===== src/rtl/psfb_pkg.sv =====
package psfb_pkg;
  typedef enum logic {LEG_MASTER = 1'b0, LEG_FOLLOW = 1'b1} leg_role_e;

  // follower reload value: count that sits ph steps behind a master count of 1
  function automatic logic [31:0] follow_load(input logic [31:0] per, input logic [31:0] ph);
    if (ph == 0)      return 32'd1;
    else if (ph == 1) return 32'd0;
    else              return per - ph + 32'd2;
  endfunction
endpackage


===== src/rtl/psfb_timebase.sv =====
module psfb_timebase #(
  parameter int unsigned CNT_W  = 16,
  parameter bit          FOLLOW = 1'b0
) (
  input  logic             clk_i,
  input  logic             rst_ni,
  input  logic             run_i,
  input  logic [CNT_W-1:0] per_i,
  input  logic             load_i,
  input  logic [CNT_W-1:0] load_val_i,
  output logic [CNT_W-1:0] cnt_o
);
  logic [CNT_W-1:0] cnt_q, cnt_inc;
  logic             do_load;

  assign cnt_inc = (cnt_q >= per_i) ? '0 : cnt_q + 1'b1;

  generate
    if (FOLLOW) begin : g_follow
      assign do_load = load_i;
    end else begin : g_master
      assign do_load = 1'b0;
    end
  endgenerate

  always_ff @(posedge clk_i or negedge rst_ni) begin
    if (!rst_ni)       cnt_q <= '0;
    else if (!run_i)   cnt_q <= '0;
    else if (do_load)  cnt_q <= load_val_i;
    else               cnt_q <= cnt_inc;
  end

  assign cnt_o = cnt_q;
endmodule


===== src/rtl/psfb_action.sv =====
module psfb_action
  import psfb_pkg::*;
#(
  parameter int unsigned CNT_W = 16,
  parameter leg_role_e   ROLE  = LEG_MASTER
) (
  input  logic             clk_i,
  input  logic             rst_ni,
  input  logic             run_i,
  input  logic [CNT_W-1:0] cnt_i,
  input  logic [CNT_W-1:0] cmp_i,
  output logic             act_o
);
  localparam logic ZERO_LVL = (ROLE == LEG_MASTER);

  logic act_q;

  always_ff @(posedge clk_i or negedge rst_ni) begin
    if (!rst_ni)              act_q <= 1'b0;
    else if (!run_i)          act_q <= 1'b0;
    else if (cnt_i == '0)     act_q <= ZERO_LVL;
    else if (cnt_i == cmp_i)  act_q <= ~ZERO_LVL;
  end

  assign act_o = act_q;
endmodule


===== src/rtl/psfb_deadband.sv =====
module psfb_deadband #(
  parameter int unsigned CNT_W = 16
) (
  input  logic             clk_i,
  input  logic             rst_ni,
  input  logic             run_i,
  input  logic             act_i,
  input  logic [CNT_W-1:0] red_i,
  input  logic [CNT_W-1:0] fed_i,
  output logic             a_o,
  output logic             b_o
);
  logic             lvl_q;
  logic [CNT_W-1:0] held_q;

  always_ff @(posedge clk_i or negedge rst_ni) begin
    if (!rst_ni) begin
      lvl_q  <= 1'b0;
      held_q <= '0;
    end else if (!run_i) begin
      lvl_q  <= 1'b0;
      held_q <= '0;
    end else begin
      lvl_q <= act_i;
      if (act_i != lvl_q)  held_q <= '0;
      else if (held_q != '1) held_q <= held_q + 1'b1;
    end
  end

  assign a_o = run_i &  lvl_q & (held_q >= red_i);
  assign b_o = run_i & ~lvl_q & (held_q >= fed_i);
endmodule


===== src/rtl/psfb_pwm.sv =====
module psfb_pwm
  import psfb_pkg::*;
#(
  parameter int unsigned CNT_W     = 16,
  parameter int unsigned DEF_PER   = 15000,
  parameter int unsigned DEF_CMP   = 7500,
  parameter int unsigned DEF_PHASE = 600,
  parameter int unsigned DEF_DEAD  = 300
) (
  input  logic             clk_i,
  input  logic             rst_ni,
  input  logic             enable_i,
  input  logic [CNT_W-1:0] period_i,
  input  logic [CNT_W-1:0] compare_i,
  input  logic [CNT_W-1:0] phase_i,
  input  logic [CNT_W-1:0] rise_dly_i,
  input  logic [CNT_W-1:0] fall_dly_i,
  output logic             gate_ma_o,
  output logic             gate_mb_o,
  output logic             gate_sa_o,
  output logic             gate_sb_o
);
  localparam int unsigned NLEG = 2;

  logic [CNT_W-1:0] per_q, cmp_q, ph_q, red_q, fed_q;
  logic [CNT_W-1:0] ph_clamp, sync_val;
  logic [31:0]      load_w;
  logic             mst_zero, take_new;
  logic [CNT_W-1:0] leg_cnt [NLEG];
  logic             leg_act [NLEG];
  logic             leg_a   [NLEG];
  logic             leg_b   [NLEG];

  assign ph_clamp = (phase_i >= period_i) ? period_i - 1'b1 : phase_i;
  assign load_w   = follow_load(32'(period_i), 32'(ph_clamp));
  assign sync_val = load_w[CNT_W-1:0];
  assign mst_zero = enable_i && (leg_cnt[0] == '0);
  assign take_new = !enable_i || mst_zero;

  // working copies, refreshed at master zero or while idle
  always_ff @(posedge clk_i or negedge rst_ni) begin
    if (!rst_ni) begin
      per_q <= CNT_W'(DEF_PER);
      cmp_q <= CNT_W'(DEF_CMP);
      ph_q  <= CNT_W'(DEF_PHASE);
      red_q <= CNT_W'(DEF_DEAD);
      fed_q <= CNT_W'(DEF_DEAD);
    end else if (take_new) begin
      per_q <= period_i;
      cmp_q <= compare_i;
      ph_q  <= ph_clamp;
      red_q <= rise_dly_i;
      fed_q <= fall_dly_i;
    end
  end

  generate
    for (genvar g = 0; g < NLEG; g++) begin : g_leg
      localparam leg_role_e ROLE = (g == 0) ? LEG_MASTER : LEG_FOLLOW;

      psfb_timebase #(.CNT_W(CNT_W), .FOLLOW(g != 0)) u_tb (
        .clk_i      (clk_i),
        .rst_ni     (rst_ni),
        .run_i      (enable_i),
        .per_i      (per_q),
        .load_i     (mst_zero),
        .load_val_i (sync_val),
        .cnt_o      (leg_cnt[g])
      );

      psfb_action #(.CNT_W(CNT_W), .ROLE(ROLE)) u_act (
        .clk_i  (clk_i),
        .rst_ni (rst_ni),
        .run_i  (enable_i),
        .cnt_i  (leg_cnt[g]),
        .cmp_i  (cmp_q),
        .act_o  (leg_act[g])
      );

      psfb_deadband #(.CNT_W(CNT_W)) u_db (
        .clk_i  (clk_i),
        .rst_ni (rst_ni),
        .run_i  (enable_i),
        .act_i  (leg_act[g]),
        .red_i  (red_q),
        .fed_i  (fed_q),
        .a_o    (leg_a[g]),
        .b_o    (leg_b[g])
      );
    end
  endgenerate

  assign gate_ma_o = leg_a[0];
  assign gate_mb_o = leg_b[0];
  assign gate_sa_o = leg_a[1];
  assign gate_sb_o = leg_b[1];
endmodule


===== config.mk =====
export PLATFORM = sky130hd
export DESIGN_NAME = psfb_pwm
export DESIGN_NICKNAME = d
export VERILOG_FILES = /design/src/rtl/psfb_pkg.sv /design/src/rtl/psfb_timebase.sv /design/src/rtl/psfb_action.sv /design/src/rtl/psfb_deadband.sv /design/src/rtl/psfb_pwm.sv
export SDC_FILE = /design/constraint.sdc
export NUM_CORES = 1
export LEC_CHECK = 0
export BUFFER_PORTS_ARGS = -buffer_cell sky130_fd_sc_hd__buf_4
export CORE_MARGIN = 3
export CORE_UTILIZATION = 55
export CTS_CLUSTER_DIAMETER = 60
export CTS_CLUSTER_SIZE = 28
export DETAILED_ROUTE_END_ITERATION = 6
export PLACE_DENSITY = 0.84
export SLEW_MARGIN = 20
export SYNTH_ARGS = -nofsm -noshare
export SYNTH_HDL_FRONTEND = slang
export SYNTH_SLANG_ARGS = --single-unit

===== constraint.sdc =====
create_clock -name clk_i -period 4 [get_ports clk_i]
set_clock_uncertainty 0.2 [all_clocks]
set_input_delay 1.2 -clock clk_i [delete_from_list [all_inputs] [get_ports clk_i]]
set_output_delay 1.2 -clock clk_i [all_outputs]
set_load 0.02 [all_outputs]

[Word level (Yosys, flattened, before mapping)]
Index checks and enable logic that the tools add are counted.
Storage, ports and cells
  register bits: 132
  output and inout port bits: 4
  word-level logic and storage cells: 75
Operators by class
  bitwise operators: 10
  multiplexer cells: 22
  reduce and logical (&&, ||, !) cells: 6
  order comparisons: 7
  add/sub/neg operators: 7
  eq/ne operators: 11
Operators with widths (number)
  $mux 16: 14
  $ge 16x16->1: 7
  $add 16x1->16 const B: 4
  $logic_not 16->1: 3
  $eq 16x16->1: 2
  $ne 16x16->1 const B: 2
  $add 16x3->16 const B: 1
  $eq 16x1->1 const B: 1
  $sub 16x1->16 const B: 1
  $sub 16x16->16: 1
  $ne 3x1->1 const B: 4
  $and 1x1->1: 8
  $mux 1: 8
  $ne 1x1->1: 2
  $not 1->1: 2
  $logic_and 1x1->1: 1
  $logic_not 1->1: 1
  $logic_or 1x1->1: 1

[Longest topological paths before layout]
  depth in word-level cells: 8
  depth in mapped cells: 21
  mapped depth without buffers: 20

[Cells and area by module]
Synthesis repeated with hierarchy kept, for this count alone.
Second synthesis, totals
  cells, all modules: 1178
  area, all modules: 10801.6 µm²
Modules (own cells, without submodules)
  psfb_pwm: instances 1, area an instance 4336.7 µm², cells each 434
  psfb_deadband: instances 2, area an instance 1750.4 µm², cells each 206
  psfb_timebase at g_leg[1].u_tb: instances 1, area an instance 1281.2 µm², cells each 146
  psfb_timebase at g_leg[0].u_tb: instances 1, area an instance 1189.9 µm², cells each 128
  psfb_action at g_leg[0].u_act: instances 1, area an instance 249.0 µm², cells each 29
  psfb_action at g_leg[1].u_act: instances 1, area an instance 244.0 µm², cells each 29

[Worst setup path after synthesis]
Ideal clock, no wire load.
  path type: in2reg
  start: input port period_i[14]
  end: register g_leg[1].u_tb.cnt_q[15]
  stages on the path: 18
  setup time: 136 ps
  path buffers: 2
  required time: 3664 ps
  arrival time: 5122 ps
  setup slack: -1458 ps
  cell sequence: inv_1 ha_1 nand4_1 or4_1 o211ai_2 buf_2 buf_2 o21ai_0 ha_1 fa_1 a211oi_1 o21ai_0 a211oi_1 o21bai_1 a21oi_1 o21ai_0 xnor2_1 o22ai_1
Between the ends
  cells in the longest elaborated chain, start to end: 8
  elaborated cells between the ends (all ways): 11
  those cells by class: add/sub (3); order compare (1); eq/ne (1); mux (5); reduce/logical (1)
RTL lines
  start, declared: line psfb_pwm.sv:13  | input logic [CNT_W-1:0] period_i,
  $sub 16x1->16 or $ge 16x16->1 (tied branches): line psfb_pwm.sv:34  | assign ph_clamp = (phase_i >= period_i) ? period_i - 1'b1 : phase_i;
  $mux 16: line psfb_pwm.sv:34
  $sub 16x16->16: line psfb_pkg.sv:8  | else return per - ph + 32'd2;
  $add 16x3->16: line psfb_pkg.sv:8
  $mux 16: line psfb_pkg.sv:7  | else if (ph == 1) return 32'd0;
  $mux 16 *: line psfb_pkg.sv:6  | if (ph == 0) return 32'd1;
  $mux 16 *: line psfb_timebase.sv:29  | else if (do_load) cnt_q <= load_val_i;
  $mux 16 *: line psfb_timebase.sv:28  | else if (!run_i) cnt_q <= '0;
  end signal, assigned: line psfb_timebase.sv:29
  end signal, assigned: line psfb_timebase.sv:30  | else cnt_q <= cnt_inc;
  end, declared: line psfb_timebase.sv:13  | logic [CNT_W-1:0] cnt_q, cnt_inc;
Mark *: on every way between the ends. The rest lies on a longest branch, timed or not.
A chain may end at the register's enable or synchronous reset.

[Worst setup path in the final report]
  start: input port period_i[7]
  end: register g_leg[1].u_tb.cnt_q[13]
Same word-level chain as after synthesis.

==> summary.md <==
| Metric | Value |
|---|---|
| Synth Net Count | `approximately 1300` |
| Clock Power Share | `25.2%` |
| Crit path required time | `4070 ps` |
| DR iter-0 viols | `584` |
| Reg area | `approximately 3300 sq um` |
| Fill count | `roughly 1200` |
| First-pass iteration count of the detailed router | `5` |
| Fraction of synthesized cell area taken by the top area cell type | `27.1%` |
| Share of power burned in combinational logic | `41.9%` |
| Hold Crit Start | `per_q[4]` |
| Vias per cell | `5.96` |
| Sw frac | `36.5%` |
| Design area | `13200 sq um` |
| Most frequent cell after synthesis | `ha_1` |
| Mean post-synth cell area | `9.55 sq um` |
| Syn Inst Count | `1064` |
| Post-CTS Hold Buffers | `0` |
| Switching Power | `roughly 2.3 mW` |
| Pwr Density | `476 nW/um^2` |
| CTS tree | `yes` |
| Crit Path Max Fanout | `7` |
| Post-synth top cells | `ha_1, dfrtp_1, inv_1` |
| First-pass GRT wire length | `46.2 mm` |
| Number of nets with antenna violations after routing | `0` |
| Failing checks | `negative setup slack` |
| Worst VDD drop | `0.587 mV` |
| Highest Clock Rate | `210 MHz` |
| Final HPWL DP | `approximately 21 mm` |
| Reg power frac | `32.9%` |
| Pin count of the biggest net entering global routing | `81` |
| Worst r2r dst | `g_leg[1].u_tb.cnt_o[1]` |
| Yosys warning total | `0` |
| DP Cell Count | `about 1500` |
| Slew @ Worst Pin | `between 900 and 1000 ps` |
| GP Congestion | `around 0.95` |
| Final core utilization | `roughly 73%` |
| Site row count | `49` |
| Max clock buf depth | `2` |
| WL per Instance | `~19 um` |
| PortBufs | `86` |
| Predominant post-synthesis flop cell | `dfrtp_1` |
| Multi-input logic area | `around 6900 sq um` |
| Hold EP | `per_q[4]` |
| TritonCTS Buffers | `17` |
| Final std cells w/o fill | `1508` |
| Final hold vios | `0` |
| IO Pins | `87` |
| Hold Crit Depth | `2` |
| Core area | `about 18000 sq um` |
| RSZ-0062 raised after global routing | `true` |
| Layout area overhead | `29.5%` |
| Die area | `20100 sq um` |
| CTS H-tree lvls | `4` |
| Worst rel slew slack | `36.7%` |
| Clk Latency, worst-skew pair | `around 430 ps` |
| Status | `finished with violations` |
| Routed WL | `29.3 mm` |
| CP Class | `in2reg` |
| Slowest stage delay, CP | `510 ps` |
| Seq/Total Area, Yosys | `around a third` |
| Sink Count | `132` |
| R2r startpoint | `g_leg[1].u_tb.cnt_o[0]` |
| Post-synth EDFFs | `0` |
| Initial core utilization | `56.4%` |
| Routed via count | `8994` |
| Worst R2R Setup Slack | `approximately 710 ps` |
| Ys async rst share | `100%` |
| Initial antenna violation count | `0` |
| Startpoint Class | `input pin` |
| Critical path capture point type | `flip-flop` |
| Final worst slack | `-762 ps` |
| # DRC | `0` |
| Nets@finish | `1498` |
| Worst r2r path cells | `10` |
| ANT cells | `0` |
| Fraction of layout cells with a size suffix above 1 | `32.6%` |
| Fin Setup TNS | `-5550 ps` |
| Clock slew at reported path FFs | `~60 ps` |
| Final Cycle Share | `119%` |
| Max-slew violation count | `0` |
| Tmin final | `~4800 ps` |
| Die span in y | `between 100 and 150 um` |
| Vias in the first global route | `9139` |
| Pint | `3.98 mW` |
| Critical path's slowest cell | `or4_4` |
| Synthesized flop and latch total | `132` |
| Hold Crit Class | `reg2reg` |
| Tightest hold margin | `279 ps` |
| Post-Place Cell Area | `12000 sq um` |
| Top cells by area, synth | `dfrtp_1, ha_1, dfstp_2, mux2_2, xor2_1` |
| Yosys cell types | `63` |
| Mapped Area | `10200 sq um` |
| Critical Path AT | `4830 ps` |
| Die Wd | `142 um` |
| GR Overflow Total | `0` |
| Synth area leader | `dfrtp_1` |
| Clock root buffer | `clkbuf_16` |
| Global Route Usage Sum | `28.8%` |
| Setup violations, final | `16` |
| Max Cap Viol | `0` |
| Leak pwr | `6.32 nW` |
| Cell breakdown of the critical path | `buf_4, inv_1, ha_1, nand2_1, or4_4, o211ai_4, buf_12, nor2_4, a21oi_4, ha_4, inv_2, ha_4, fa_2, a211oi_4, o21ai_2, a211oi_2, o21bai_1, a21oi_2, buf_4, xor2_2, o22ai_2` |
## cells in the final DEF (no fill, tap or decap), types with 15 or more instances in the layout
cell       instances
clkbuf_16         17
buf_4            188
ha_1             127
nand4_1           24
xor2_1            55
nor2_1            65
a21oi_1           37
ha_4              20
nor4_1            15
nand3_1           47
dfrtp_1          108
xnor2_1           52
dfstp_2           22
o21ai_0           35
mux2_2            48
a21o_1            33
nand2_1           64
inv_1             80
## stage by stage
stage | total power, mW | setup WS [ps]
2_1_floorplan | 3.58 | -941
3_3_place_gp | 4.23 | -1150
3_5_place_dp | 4.35 | -1250
4_1_cts | 6.11 | -687
5_1_grt | 6.62 | -925
6_report | 6.26 | -762
## flip-flops by register name, indices dropped and copies added (netlist names)
name	flops
g_leg.u_db.lvl_q	2
g_leg.u_db.held_q	32
fed_q	16
red_q	16
cmp_q	16
per_q	16
g_leg.u_tb.cnt_o	32
g_leg.u_act.act_o	2
## layer usage
layer  global-route usage [%]  wire length [um]  up-vias  share of wire, %
li1                         -                 -     4213                 -
met1                     36.9             11800     4345                40
met2                     48.6             14500      360                50
met3                     5.09              1980       76               6.8
met4                     11.5               937        0               3.2
met5                        0                 0        -                 0
## cell families after synthesis
kind of cell	synth area share, %
fa+ha+maj	18.4
xor+xnor	9.57
simple gates	14.0
buf+inv	4.46
compound gates	14.9
flops	32.8
mux	5.81
## power by group through the flow
| stage | registers [mW] | clock network (mW) | logic [mW] |
|---|---|---|---|
| final | 2.06 | 1.58 | 2.62 |
| after global routing | 2.09 | 1.65 | 2.87 |
| after CTS | 2.04 | 1.59 | 2.47 |
| after detailed placement | 2.06 | 0 | 2.29 |
| after global placement | 2.04 | 0 | 2.20 |
| after floorplan | 1.92 | 0 | 1.66 |
## worst max-delay path, delay by kind of cell
kind / cells / cell delay [ps]
AO/OA/AOI/OAI: 8 / 1350
XOR/XNOR: 1 / 160
adder cells (fa/ha/maj): 4 / 970
buffers and inverters: 5 / 480
AND/OR/NAND/NOR: 3 / 660
## final cells by class
type / instances / share of cell area (%)
Multi-Input combinational cell: 817 / 52.4
Sequential cell: 132 / 25.3
Timing Repair Buffer: 208 / 12.8
Clock buffer: 21 / 3.65
Inverter: 90 / 2.74
Tap cell: 229 / 2.18
Clock inverter: 11 / 0.941
## repair_timing
| item | in CTS | in global routing |
|---|---|---|
| setup buffers | 13 | 4 |
| resized for setup | 56 | 45 |
| pin swaps | 61 | 37 |
| setup endpoints to repair | 17 | 18 |
| cloned | 1 | 0 |
## how the worst max path moves through the flow
stage                       from  depth (start not counted)                       to  slack, ps
floorplan           period_i[10]                         18  g_leg[1].u_tb.cnt_o[14]       -940
global placement    period_i[10]                         19  g_leg[1].u_tb.cnt_o[14]      -1150
CTS                   phase_i[9]                         20  g_leg[1].u_tb.cnt_o[13]       -690
finish               period_i[7]                         21  g_leg[1].u_tb.cnt_o[13]       -760
global route         period_i[7]                         21  g_leg[1].u_tb.cnt_o[13]       -930
detailed placement  period_i[10]                         19  g_leg[1].u_tb.cnt_o[14]      -1250
No activity file was read; power rests on OpenSTA's default activity.
